===== src/rtl/gvs_pkg.sv =====
package gvs_pkg;

    // Nominal timing at a 27 MHz line-locked clock
    localparam int unsigned DEF_NTSC_LINE = 1716;
    localparam int unsigned DEF_H_SYNC    = 102;
    localparam int unsigned DEF_H_BP      = 51;
    localparam int unsigned DEF_H_ACT     = 640;
    localparam int unsigned DEF_V_SYNC    = 2;
    localparam int unsigned DEF_V_BP      = 33;
    localparam int unsigned DEF_V_ACT     = 480;
    localparam int unsigned DEF_V_TOT     = 525;

    typedef struct packed {
        logic hsync_n;
        logic vsync_n;
        logic active;
    } gvs_flags_t;

    function automatic int unsigned gvs_bits(input int unsigned n);
        return (n < 2) ? 1 : $clog2(n);
    endfunction

endpackage


===== src/rtl/gvs_edge_detect.sv =====
module gvs_edge_detect #(
    parameter bit IDLE_LVL = 1'b1,
    parameter bit ANY_EDGE = 1'b0
) (
    input  logic clk,
    input  logic rst,
    input  logic din,
    output logic pulse
);
    logic prev_q;

    always_ff @(posedge clk) begin
        if (rst) prev_q <= IDLE_LVL;
        else     prev_q <= din;
    end

    generate
        if (ANY_EDGE) begin : g_any
            assign pulse = prev_q ^ din;
        end else begin : g_fall
            assign pulse = prev_q & ~din;
        end
    endgenerate

endmodule


===== src/rtl/gvs_hcount.sv =====
module gvs_hcount #(
    parameter int unsigned H_TOT = 858,
    localparam int unsigned HW   = gvs_pkg::gvs_bits(H_TOT)
) (
    input  logic          clk,
    input  logic          rst,
    input  logic          restart,
    output logic [HW-1:0] hpos,
    output logic          line_start
);
    localparam logic [HW-1:0] H_LAST = HW'(H_TOT - 1);

    assign line_start = restart || (hpos == H_LAST);

    always_ff @(posedge clk) begin
        if (rst)             hpos <= '0;
        else if (line_start) hpos <= '0;
        else                 hpos <= hpos + 1'b1;
    end

    // a decoder sync edge restarts the line on the next cycle
    assert_restart_R2: assert property (@(posedge clk) disable iff (rst)
        restart |=> (hpos == '0));

    // without a restart the position steps by one until the wrap
    assert_step_R3: assert property (@(posedge clk) disable iff (rst)
        (!restart && hpos != H_LAST) |=> (hpos == HW'($past(hpos) + 1'b1)));

    // the position never passes the last clock of a line
    assert_bound_R3: assert property (@(posedge clk) disable iff (rst)
        hpos <= H_LAST);

endmodule


===== src/rtl/gvs_vcount.sv =====
module gvs_vcount #(
    parameter int unsigned V_TOT = 525,
    localparam int unsigned VW   = gvs_pkg::gvs_bits(V_TOT)
) (
    input  logic          clk,
    input  logic          rst,
    input  logic          line_start,
    input  logic          clear,
    output logic [VW-1:0] vline
);
    localparam logic [VW-1:0] V_LAST = VW'(V_TOT - 1);

    always_ff @(posedge clk) begin
        if (rst)                  vline <= '0;
        else if (clear)           vline <= '0;
        else if (line_start)      vline <= (vline == V_LAST) ? '0 : vline + 1'b1;
    end

    // a field transition forces line 0 regardless of a line advance
    assert_field_clear_R6: assert property (@(posedge clk) disable iff (rst)
        clear |=> (vline == '0));

    // the line counter stays inside the frame
    assert_vrange_R5: assert property (@(posedge clk) disable iff (rst)
        vline <= V_LAST);

    // a line start advances the counter by exactly one
    assert_single_step_R10: assert property (@(posedge clk) disable iff (rst)
        (line_start && !clear && vline != V_LAST) |=> (vline == VW'($past(vline) + 1'b1)));

endmodule


===== src/rtl/gvs_genlock_sync.sv =====
module gvs_genlock_sync #(
    parameter int unsigned NTSC_LINE_CLKS = gvs_pkg::DEF_NTSC_LINE,
    parameter int unsigned H_SYNC         = gvs_pkg::DEF_H_SYNC,
    parameter int unsigned H_BP           = gvs_pkg::DEF_H_BP,
    parameter int unsigned H_ACT          = gvs_pkg::DEF_H_ACT,
    parameter int unsigned V_SYNC         = gvs_pkg::DEF_V_SYNC,
    parameter int unsigned V_BP           = gvs_pkg::DEF_V_BP,
    parameter int unsigned V_ACT          = gvs_pkg::DEF_V_ACT,
    parameter int unsigned V_TOT          = gvs_pkg::DEF_V_TOT
) (
    input  logic                     clk,
    input  logic                     rst,
    input  logic                     dec_hs_n,
    input  logic                     dec_field,
    output logic                     vga_hsync_n,
    output logic                     vga_vsync_n,
    output logic                     vid_active,
    output logic [$clog2(H_ACT)-1:0] pix_x,
    output logic [$clog2(V_ACT)-1:0] pix_y,
    output logic                     field_odd
);
    import gvs_pkg::*;

    localparam int unsigned H_TOT = NTSC_LINE_CLKS / 2;
    localparam int unsigned HW    = gvs_bits(H_TOT);
    localparam int unsigned VW    = gvs_bits(V_TOT);
    localparam int unsigned XW    = $clog2(H_ACT);
    localparam int unsigned YW    = $clog2(V_ACT);

    localparam logic [HW-1:0] H_SYNC_END = HW'(H_SYNC);
    localparam logic [HW-1:0] H_WIN_LO   = HW'(H_SYNC + H_BP);
    localparam logic [HW-1:0] H_WIN_HI   = HW'(H_SYNC + H_BP + H_ACT);
    localparam logic [VW-1:0] V_SYNC_END = VW'(V_SYNC);
    localparam logic [VW-1:0] V_WIN_LO   = VW'(V_SYNC + V_BP);
    localparam logic [VW-1:0] V_WIN_HI   = VW'(V_SYNC + V_BP + V_ACT);

    logic          hs_fall;
    logic          fld_edge;
    logic          line_start;
    logic [HW-1:0] hpos;
    logic [VW-1:0] vline;
    logic [HW-1:0] x_off;
    logic [VW-1:0] y_off;
    gvs_flags_t    flags;

    gvs_edge_detect #(.IDLE_LVL(1'b1), .ANY_EDGE(1'b0)) u_hs_edge (
        .clk(clk), .rst(rst), .din(dec_hs_n), .pulse(hs_fall)
    );

    gvs_edge_detect #(.IDLE_LVL(1'b0), .ANY_EDGE(1'b1)) u_fld_edge (
        .clk(clk), .rst(rst), .din(dec_field), .pulse(fld_edge)
    );

    gvs_hcount #(.H_TOT(H_TOT)) u_hcount (
        .clk(clk), .rst(rst), .restart(hs_fall),
        .hpos(hpos), .line_start(line_start)
    );

    gvs_vcount #(.V_TOT(V_TOT)) u_vcount (
        .clk(clk), .rst(rst), .line_start(line_start),
        .clear(fld_edge), .vline(vline)
    );

    always_ff @(posedge clk) begin
        if (rst)           field_odd <= 1'b0;
        else if (fld_edge) field_odd <= dec_field;
    end

    always_comb begin
        flags.hsync_n = (hpos >= H_SYNC_END);
        flags.vsync_n = (vline >= V_SYNC_END);
        flags.active  = (hpos >= H_WIN_LO) && (hpos < H_WIN_HI) &&
                        (vline >= V_WIN_LO) && (vline < V_WIN_HI);
        x_off = hpos - H_WIN_LO;
        y_off = vline - V_WIN_LO;
    end

    assign vga_hsync_n = flags.hsync_n;
    assign vga_vsync_n = flags.vsync_n;
    assign vid_active  = flags.active;
    assign pix_x       = flags.active ? x_off[XW-1:0] : '0;
    assign pix_y       = flags.active ? y_off[YW-1:0] : '0;

    // the field indication follows the field level after each transition
    assert_field_level_R7: assert property (@(posedge clk) disable iff (rst)
        fld_edge |=> (field_odd == $past(dec_field)));

    // the visible window never overlaps a sync pulse
    assert_active_clear_of_sync_R8: assert property (@(posedge clk) disable iff (rst)
        vid_active |-> (vga_hsync_n && vga_vsync_n));

    // coordinates rest at zero outside the window
    assert_coords_idle_R9: assert property (@(posedge clk) disable iff (rst)
        !vid_active |-> (pix_x == '0 && pix_y == '0));

    // hsync drops only at the start of a line
    assert_hsync_start_R4: assert property (@(posedge clk) disable iff (rst)
        $fell(vga_hsync_n) |-> (hpos == '0));

endmodule


===== config.mk =====
export PLATFORM = sky130hd
export DESIGN_NAME = gvs_genlock_sync
export DESIGN_NICKNAME = d
export VERILOG_FILES = /design/src/rtl/gvs_pkg.sv /design/src/rtl/gvs_edge_detect.sv /design/src/rtl/gvs_hcount.sv /design/src/rtl/gvs_vcount.sv /design/src/rtl/gvs_genlock_sync.sv
export SDC_FILE = /design/constraint.sdc
export NUM_CORES = 1
export LEC_CHECK = 0
export CORE_AREA = 2 2 60 62
export DETAILED_ROUTE_END_ITERATION = 10
export DIE_AREA = 0 0 62 64
export PLACE_DENSITY = 0.85
export SYNTH_ARGS = -nofsm -noshare
export SYNTH_HDL_FRONTEND = slang
export SYNTH_SLANG_ARGS = --single-unit

===== constraint.sdc =====
create_clock -name clk -period 2.6 [get_ports clk]
set_input_delay 0.52 -clock clk [delete_from_list [all_inputs] [get_ports clk]]
set_output_delay 0.52 -clock clk [all_outputs]
set_load 0.01 [all_outputs]

==> run_results.csv, run 1 <==
group,metric,value,unit
timing,grt_setup_unrepaired,"yes",
logic_synthesis,synth_seq_area_share,27.4,%
worst_setup_path,crit_type,"reg2out",
place,dp_cells,310,
worst_setup_path,setup.worst_path.end,"pix_x[2]",
logic_synthesis,async_reset_ff_share,0,%
detailed_routing,wl_per_cell,14.1,um
timing,finalCriticalPeriod,2.63,ns
worst_setup_path,r2r_setup_slack,0.58,ns
detailed_routing,drt_pass1_iterations,4,
logic_synthesis,yosysTopAreaCell,"dfxtp_1",
worst_setup_path,cp.arrival,2.11,ns
logic_synthesis,yosys.cell_count.top_type,"nor2_1",
die,io_pins,27,
timing,hold_slack,0.570,ns
power_and_ir_drop,ir_worst_vdd,0.199,mV
clock_tree,clkTransAtPathRegs,0.14,ns
status,status,"finished, violations left",
final_layout,antenna_cells,0,
timing,fin_crit_sh,101,%
timing,relSlewSlack,72.9,%
final_layout,finalNonFillerCells,318,
logic_synthesis,netlist_top_cells_count,"nor2_1, dfxtp_1, nand2_1",
clock_tree,clockRootBuffer,"clkbuf_4",
die,coreArea,0.00328,mm^2
worst_setup_path,reg2reg_depth,6,
logic_synthesis,synth_edf_count,0,
detailed_routing,drc,0,
timing,hold_violations,0,
logic_synthesis,yosysWarningCount,0,
timing,setup_viol_count_final,5,
logic_synthesis,synth_cell_type_count,42,
final_layout,area_growth,31.9,%
hold_path,hold_class,"reg2reg",
clock_tree,cts_buffer_depth,2,
final_layout,finalInstanceArea,0.00222,mm^2
detailed_routing,viasPerCell,5.46,
logic_synthesis,synthTopCellsByArea,"dfxtp_1, nor2_1, xnor2_1, buf_6, ha_1",
logic_synthesis,synth_top_cell_area_share,27.4,%
grt,grt_max_degree,14,
power_and_ir_drop,p_leak,0.000999,uW
die,die_x,62,um
timing,maxSlewViolCount,0,
timing,skew,0.00356,ns
die,initial_utilization,51.2,%
logic_synthesis,yosys_most_used_dff,"dfxtp_1",
power_and_ir_drop,p_total,634,uW
grt,grt_pass1_vias,1583,
clock_tree,cts-buffers-inserted,3,
die,die_y,64,um
detailed_routing,drt-total-wl,4490,um
grt,overflow,0,
timing,worst_slack,-0.0300,ns
timing,worstMarginPinSlew,0.407,ns
power_and_ir_drop,p_per_area,286,mW/mm^2
worst_setup_path,crit_start,"u_hcount.hpos[1]",
timing,fin_setup_tns,-0.0415,ns
grt,grt_pass1_wl,7290,um
detailed_routing,drt_iter0_drc,119,
worst_setup_path,setup.worst_path.start_class,"register",
clock_tree,clk_latency,0.33,ns
clock_tree,clock-sinks,23,
worst_setup_path,reg2reg_from,"u_hcount.hpos[8]",
grt,antenna_found_initial,0,
worst_setup_path,required,2.08,ns
detailed_routing,vias,1737,
detailed_routing,ant_nets,0,
place,globalplace.congestion,0.908,
grt,track_usage,24.0,%
clock_tree,cts_tree,"done",
place,portBuffers,26,
logic_synthesis,syn_avg_cell_area,7.76,um^2
logic_synthesis,netlist_area,0.00168,mm^2
worst_setup_path,r2r-end,"u_vcount.vline[7]",
worst_setup_path,critPathCaptureType,"output pin",
logic_synthesis,ys_ff_latch,23,
place,post_dp_cell_area,0.00214,mm^2
final_layout,drive_above_1_share,34.6,%
status,violations,"setup timing",
place,place_hpwl,3070,um
logic_synthesis,syn-instance-count,217,
timing,timing.fmax,0.380,GHz
die,num_rows,21,
logic_synthesis,synth_nets,228,
final_layout,final_nets,284,
clock_tree,cts.htree.levels,1,
job,maxCapViolCount,0,
die,design.die.area,0.00397,mm^2
worst_setup_path,critical_path_peak_fanout,7,
## critical path, cell delays in order, from the launching register on
cell and delay [ns]:
dfxtp_2 0.35, inv_2 0.07, ha_4 0.14, nor2b_4 0.15, o21ai_2 0.07, o211ai_1 0.25
buf_4 0.18, nand4_4 0.13, buf_6 0.17, a21oi_2 0.10, buf_2 0.14
## final cells by class
class                      instances  area, um^2
fill                             275        1060
inverter                           8        30.0
sequential                        23         467
clock inverter                     1        5.00
timing repair buffer              66         497
clock buffer                       3        22.5
tap                               46        57.6
multi-input combinational        171        1140
## logic make-up (layout without fill, tap and decap cells)
| group | Yosys count | count (layout) | share of synthesized area [%] |
|---|---|---|---|
| AND/OR/NAND/NOR | 111 | 111 | 33.8 |
| buffers and inverters | 23 | 78 | 9.74 |
| flip-flops | 23 | 23 | 27.4 |
| adder cells (fa/ha/maj) | 7 | 7 | 5.20 |
| AO/OA/AOI/OAI | 32 | 32 | 12.9 |
| XOR/XNOR | 21 | 21 | 10.9 |
## per-layer routing
metal | routed length, um | vias up | GRT usage [%]
li1 | - | 841 | -
met1 | 1950 | 812 | 31.5
met2 | 2190 | 74 | 38.0
met3 | 255 | 10 | 3.64
met4 | 93 | 0 | 10.1
met5 | 0 | - | 0
## state kept, by name, summed over array words and instances, names as in the netlist
| name | flops |
|---|---|
| u_hcount.hpos | 10 |
| u_vcount.vline | 10 |
| field_odd | 1 |
| u_fld_edge.prev_q | 1 |
| u_hs_edge.prev_q | 1 |
## how the worst min path moves through the flow
stage / cells past startpoint / from / slack, ns / end
floorplan: 1 / u_hcount.hpos[0] / 0.47 / u_hcount.hpos[0]
global placement: 3 / u_fld_edge.prev_q / 0.54 / field_odd
detailed placement: 3 / u_fld_edge.prev_q / 0.55 / field_odd
CTS: 2 / u_hcount.hpos[0] / 0.55 / u_hcount.hpos[0]
global route: 2 / u_hcount.hpos[0] / 0.61 / u_hcount.hpos[0]
finish: 2 / u_hcount.hpos[0] / 0.57 / u_hcount.hpos[0]
## through the flow
step | utilization, % | worst slack, ns
final | 67.6 | -0.0300
after global routing | 67.6 | -0.0824
after CTS | 65.4 | 0.00509
after detailed placement | 65.1 | -0.0946
after global placement | 65.1 | -0.0488
after floorplan | - | 0.367
## cell usage in the layout, fill, tap and decap left out, types with 5 or more instances in the layout
master,Yosys,final
a21oi_1,14,11
buf_2,3,16
buf_4,1,37
buf_6,8,6
clkdlybuf4s50_1,0,5
dfxtp_1,23,18
dfxtp_2,0,5
ha_1,7,5
inv_1,8,6
nand2_1,15,15
nand3_1,8,8
nand4_1,5,5
nor2_1,43,37
o21ai_0,9,8
xnor2_1,12,12
xor2_1,9,9
## power by group
| part | total [uW] | switching [uW] | internal (uW) |
|---|---|---|---|
| logic | 85.6 | 43.4 | 42.2 |
| clock network | 184 | 127 | 57.9 |
| registers | 364 | 4.40 | 360 |
| total | 634 | 174 | 460 |
## repair_timing
| action | in CTS | in global routing |
|---|---|---|
| setup endpoints to repair | 20 | 20 |
| setup buffers | 3 | 1 |
| hold buffers | 0 | 0 |
| resized for setup | 94 | 18 |
| pin swaps | 4 | 6 |
(Power assumes the default switching activity.)
==> run 2: changes to the inputs <==
--- a/config.mk
+++ b/config.mk
@@ -5,10 +5,12 @@
 export SDC_FILE = /design/constraint.sdc
 export NUM_CORES = 1
 export LEC_CHECK = 0
-export CORE_AREA = 2 2 60 62
+export ABC_AREA = 1
+export CORE_AREA = 2 2 59 61
 export DETAILED_ROUTE_END_ITERATION = 10
-export DIE_AREA = 0 0 62 64
-export PLACE_DENSITY = 0.85
+export DIE_AREA = 0 0 61 63
+export PLACE_DENSITY = 0.93
+export RECOVER_POWER = 25
 export SYNTH_ARGS = -nofsm -noshare
 export SYNTH_HDL_FRONTEND = slang
 export SYNTH_SLANG_ARGS = --single-unit
==> constraint.sdc (replaced) <==
create_clock -name clk -period 3.1 [get_ports clk]
set_input_delay 0.62 -clock clk [delete_from_list [all_inputs] [get_ports clk]]
set_output_delay 0.62 -clock clk [all_outputs]
set_load 0.01 [all_outputs]
==> run_results.csv, run 2 <==
group,metric,value,unit
final_layout,seq_area,468,um^2
die,num_rows,21,
logic_synthesis,synth_nets,295,
logic_synthesis,yosys.cell_count.top_type,"nand2_1",
timing,worstMarginPinSlew,0.453,ns
worst_setup_path,worstPathCellList,"inv_2 > ha_1 > nand2_1 > nand2_1 > nand2_1 > nand2_1 > nand3b_2 > nand3_2 > buf_4 > nor2_2 > clkdlybuf4s50_1",
place,place_hpwl,2980,um
grt,grt_pass1_wl,6740,um
logic_synthesis,syn-instance-count,284,
die,coreArea,0.00323,mm^2
grt,antenna_found_initial,0,
clock_tree,cts_buffer_depth,2,
grt,track_usage,22.4,%
final_layout,multiInputGateArea,0.00118,mm^2
logic_synthesis,async_reset_ff_share,0,%
detailed_routing,drt_pass1_iterations,4,
timing,grt_setup_unrepaired,"no",
final_layout,final_nets,320,
grt,overflow,0,
worst_setup_path,setup.worst_path.start_class,"register",
final_layout,area_growth,17.1,%
timing,fin_crit_sh,94.5,%
final_layout,fin_util,66.6,%
worst_setup_path,critical_path_peak_fanout,7,
logic_synthesis,netlist_area,0.00184,mm^2
timing,timing.fmax,0.341,GHz
clock_tree,cts_resized,0,
final_layout,final_cell_mix,"nand2_1, nor2_1, nand3_1, inv_1, clkdlybuf4s50_1",
clock_tree,clk_latency,0.31,ns
clock_tree,cts-buffers-inserted,3,
clock_tree,cts.htree.levels,1,
die,design.die.area,0.00384,mm^2
detailed_routing,viasPerCell,5.06,
die,die_y,63,um
logic_synthesis,synth_edf_count,0,
detailed_routing,drc,0,
worst_setup_path,worst-path-buf-inv,3,
grt,grt_max_degree,13,
worst_setup_path,crit_type,"reg2out",
logic_synthesis,netlist_top_cells_count,"nand2_1, nor2_1, nand3_1",
power_and_ir_drop,ir_worst_vdd,0.239,mV
detailed_routing,drt-total-wl,3840,um
detailed_routing,vias,1793,
worst_setup_path,crit_family,"buffers and inverters",
worst_setup_path,cp_common_cell,"nand2_1",
grt,grt_pass1_vias,1590,
die,initial_utilization,56.8,%
logic_synthesis,yosysTopAreaCell,"dfxtp_1",
worst_setup_path,slowest_delay,0.55,ns
logic_synthesis,yosys_most_used_dff,"dfxtp_1",
job,maxCapViolCount,0,
timing,hold_violations,0,
final_layout,antenna_cells,0,
timing,setup_viol_count_final,0,
worst_setup_path,required,2.48,ns
worst_setup_path,crit_slowest_cell,"clkdlybuf4s50_1",
place,post_dp_cell_area,0.00211,mm^2
clock_tree,postCtsSetupBuffers,0,
power_and_ir_drop,p_per_area,226,mW/mm^2
power_and_ir_drop,p_leak,0.000964,uW
timing,finalCriticalPeriod,2.93,ns
place,globalplace.congestion,0.972,
timing,fin_setup_tns,0,ns
timing,relSlewSlack,69.8,%
logic_synthesis,synth_top_cell_area_share,25.1,%
final_layout,finalInstanceArea,0.00215,mm^2
clock_tree,cts_hold_buffers,0,
clock_tree,clock-sinks,23,
clock_tree,cts_tree,"done",
timing,skew,0.0150,ns
detailed_routing,ant_nets,0,
timing,maxSlewViolCount,0,
detailed_routing,drt_iter0_drc,159,
detailed_routing,wl_per_cell,10.9,um
die,die_x,61,um
logic_synthesis,synth_seq_area_share,25.1,%
timing,hold_slack,0.466,ns
clock_tree,clockRootBuffer,"clkbuf_4",
worst_setup_path,cp.arrival,2.31,ns
status,status,"complete, no violations",
final_layout,final_common_cell,"nand2_1",
logic_synthesis,synthTopCellsByArea,"dfxtp_1, nand2_1, nand3_1, xor2_1, nor2_1",
clock_tree,clkTransAtPathRegs,0.11,ns
hold_path,hold_class,"reg2reg",
final_layout,drive_above_1_share,15.3,%
logic_synthesis,yosysWarningCount,0,
final_layout,largestRegisters,"u_hcount.hpos (10), u_vcount.vline (10)",
logic_synthesis,ys_ff_latch,23,
final_layout,nFillCells,290,
worst_setup_path,critPathCaptureType,"output pin",
die,io_pins,27,
logic_synthesis,syn_avg_cell_area,6.47,um^2
place,portBuffers,26,
logic_synthesis,synth_cell_type_count,26,
## run 2: layout make-up
class	count	area share [%]
multi-input combinational	216	54.7
sequential	23	21.8
inverter	36	6.28
timing repair buffer	29	13.4
tap	46	2.68
clock buffer	4	1.22
## run 2: path summary, 6_finish.rpt
path	from	end	slack [ns]	cells after the start
worst max register to register	u_hcount.hpos[1]	u_hcount.hpos[2]	1.44	7
worst min register to register	u_hcount.hpos[0]	u_hcount.hpos[0]	0.47	1
worst max-delay path	u_hcount.hpos[0]	pix_x[6]	0.17	11
worst min-delay path	u_hcount.hpos[0]	u_hcount.hpos[0]	0.47	1
## run 2: cells by family after synthesis
group                    synth area share (%)
AND/OR/NAND/NOR                          45.1
XOR/XNOR                                 7.63
buffers and inverters                    10.8
flip-flops                               25.1
adder cells (fa/ha/maj)                  4.77
AO/OA/AOI/OAI                            6.68
## run 2: power breakdown
| group | switching, uW | internal, uW | leakage (uW) |
|---|---|---|---|
| clock network | 86.4 | 50.1 | 0.0000150 |
| logic | 27.9 | 15.6 | 0.000761 |
| registers | 5.78 | 301 | 0.000189 |
| total | 120 | 367 | 0.000964 |
## run 2: worst reg2reg max path: stages (launching register included)
cell and delay [ns]:
dfxtp_2 0.39, inv_1 0.07, ha_1 0.18, inv_1 0.09, nor2_4 0.05, nand3_2 0.23, nand3_1 0.34, nor3b_1 0.26
## run 2: per-stage QoR
stage               instances  setup WS (ns)  total power (uW)
finish                    354          0.171               487
CTS                       354         0.0107               495
floorplan                 284           1.03               343
global route              354        0.00531               520
detailed placement        350          0.347               357
global placement          350          0.388               356
## run 2: metal layers
| layer | global-route usage, % | share of wire, % |
|---|---|---|
| met1 | 31.9 | 47 |
| met2 | 34.0 | 46 |
| met3 | 2.90 | 6.2 |
| met4 | 7.88 | 1.3 |
| met5 | 0 | 0 |
==> run 3: changes to the inputs <==
--- a/config.mk
+++ b/config.mk
@@ -6,9 +6,9 @@
 export NUM_CORES = 1
 export LEC_CHECK = 0
 export ABC_AREA = 1
-export CORE_AREA = 2 2 59 61
+export CORE_AREA = 5 5 62 64
 export DETAILED_ROUTE_END_ITERATION = 10
-export DIE_AREA = 0 0 61 63
+export DIE_AREA = 0 0 67 69
 export PLACE_DENSITY = 0.93
 export RECOVER_POWER = 25
 export SYNTH_ARGS = -nofsm -noshare
==> run_results.csv, run 3 (synthesis results as in run 2) <==
group,metric,value,unit
status,status,"complete, no violations",
worst_setup_path,reg2reg_from,"u_hcount.hpos[1]",
grt,overflow,0,
detailed_routing,drt_iter0_drc,227,
die,design.die.area,0.00462,mm^2
clock_tree,clock-sinks,23,
detailed_routing,viasPerCell,5.16,
timing,relSlewSlack,68.3,%
worst_setup_path,r2r_setup_slack,1.37,ns
final_layout,multiInputGateArea,0.00118,mm^2
timing,hold_slack,0.467,ns
worst_setup_path,required,2.48,ns
die,io_pins,27,
detailed_routing,ant_nets,0,
final_layout,antenna_cells,0,
clock_tree,clk_latency,0.32,ns
grt,antenna_found_initial,0,
die,coreArea,0.00323,mm^2
clock_tree,cts_buffer_depth,2,
worst_setup_path,r2r-end,"u_vcount.vline[1]",
worst_setup_path,critical_path_peak_fanout,14,
worst_setup_path,reg2reg_depth,8,
detailed_routing,drc,0,
grt,grt_pass1_vias,1637,
detailed_routing,vias,1825,
final_layout,seq_area,469,um^2
timing,hold_violations,0,
clock_tree,clkTransAtPathRegs,0.14,ns
final_layout,final_cell_mix,"nand2_1, nor2_1, nand3_1, inv_1, dfxtp_1",
final_layout,drive_above_1_share,15.6,%
final_layout,finalInstanceArea,0.00219,mm^2
grt,track_usage,19.0,%
grt,use_met2,29.4,%
power_and_ir_drop,p_per_area,230,mW/mm^2
worst_setup_path,critPathCaptureType,"output pin",
timing,fin_setup_tns,0,ns
timing,worstMarginPinSlew,0.475,ns
timing,fin_crit_sh,95.8,%
timing,timing.fmax,0.337,GHz
hold_path,hold_class,"reg2reg",
clock_tree,cts.htree.levels,1,
worst_setup_path,cp.arrival,2.35,ns
grt,grt_pass1_wl,7260,um
final_layout,final_common_cell,"nand2_1",
worst_setup_path,crit_type,"reg2out",
job,maxCapViolCount,0,
clock_tree,clockRootBuffer,"clkbuf_4",
die,die_x,67,um
worst_setup_path,crit_start,"u_hcount.hpos[0]",
clock_tree,cts-buffers-inserted,3,
die,num_rows,21,
final_layout,area_growth,19.1,%
grt,grt_max_degree,15,
place,post_dp_cell_area,0.00211,mm^2
timing,setup_viol_count_final,0,
grt,grt_busiest_layer,"met2",
clock_tree,cts_tree,"done",
timing,maxSlewViolCount,0,
power_and_ir_drop,p_leak,0.00114,uW
timing,skew,0.00148,ns
detailed_routing,drt_pass1_iterations,4,
grt,use_met3,2.60,%
place,place_hpwl,3030,um
detailed_routing,wl_per_cell,11.8,um
final_layout,final_nets,320,
place,portBuffers,26,
die,initial_utilization,56.8,%
die,die_y,69,um
worst_setup_path,setup.worst_path.start_class,"register",
worst_setup_path,setup.worst_path.end,"pix_x[3]",
detailed_routing,drt-total-wl,4180,um
grt,groute.layer.met1.usage,26.6,%
final_layout,largestRegisters,"u_hcount.hpos (10), u_vcount.vline (10)",
timing,finalCriticalPeriod,2.97,ns
final_layout,nFillCells,274,
place,globalplace.congestion,0.971,
power_and_ir_drop,ir_worst_vdd,0.190,mV
-- run 3: through the flow --
stage / std cells / utilization (%) / total power [uW] / worst slack, ns
CTS: 354 / 66.4 / 504 / 0.0229
finish: 354 / 67.7 / 502 / 0.131
global route: 354 / 67.7 / 522 / -0.00992
detailed placement: 350 / 65.4 / 358 / 0.335
floorplan: 284 / - / 343 / 1.03
global placement: 350 / 65.4 / 357 / 0.398
-- run 3: worst min-delay path by stage --
| stage | depth (start not counted) | slack, ns | start | to |
|---|---|---|---|---|
| final | 1 | 0.47 | u_hcount.hpos[0] | u_hcount.hpos[0] |
| after global routing | 1 | 0.49 | u_hcount.hpos[0] | u_hcount.hpos[0] |
| after CTS | 1 | 0.47 | u_hcount.hpos[0] | u_hcount.hpos[0] |
| after detailed placement | 2 | 0.47 | field_odd | field_odd |
| after global placement | 1 | 0.47 | u_hcount.hpos[0] | u_hcount.hpos[0] |
| after floorplan | 1 | 0.45 | u_hcount.hpos[0] | u_hcount.hpos[0] |
-- run 3: cell type report --
cell class,count,share of cell area [%]
Clock buffer,3,1.03
Clock inverter,1,0.343
Inverter,36,6.18
Multi-Input combinational cell,216,53.9
Sequential cell,23,21.5
Tap cell,46,2.63
Timing Repair Buffer,29,14.5
-- run 3: repair_timing --
item                                    4_1_cts  5_1_grt
hold buffers                                  0        0
buffers inserted                              0        0
gates resized for setup                       3       19
endpoints found under the setup margin       13       19
-- run 3: worst max-delay path: stages, from the launching register on --
cell             delay, ns
dfxtp_4               0.40
inv_2                 0.06
ha_1                  0.22
nand2_1               0.09
nand2_1               0.10
nand2_2               0.09
nand2_1               0.08
nand3b_2              0.09
nand3_2               0.09
buf_8                 0.17
nor2_2                0.09
clkdlybuf4s50_1       0.54
-- run 3: per-layer routing --
layer | routed length, um | up-vias | share of wire, %
met5 | 0 | - | 0
met1 | 1860 | 804 | 45
li1 | - | 944 | -
met3 | 321 | 6 | 7.7
met4 | 59 | 0 | 1.4
met2 | 1940 | 71 | 46
-- run 3: where the power goes --
group / leakage [uW] / switching, uW / internal [uW] / total [uW]
Sequential: 0.000188 / 5.46 / 300 / 306
Combinational: 0.000943 / 29.5 / 15.8 / 45.4
Clock: 0.0000139 / 102 / 49.4 / 151
Total: 0.00114 / 137 / 366 / 502
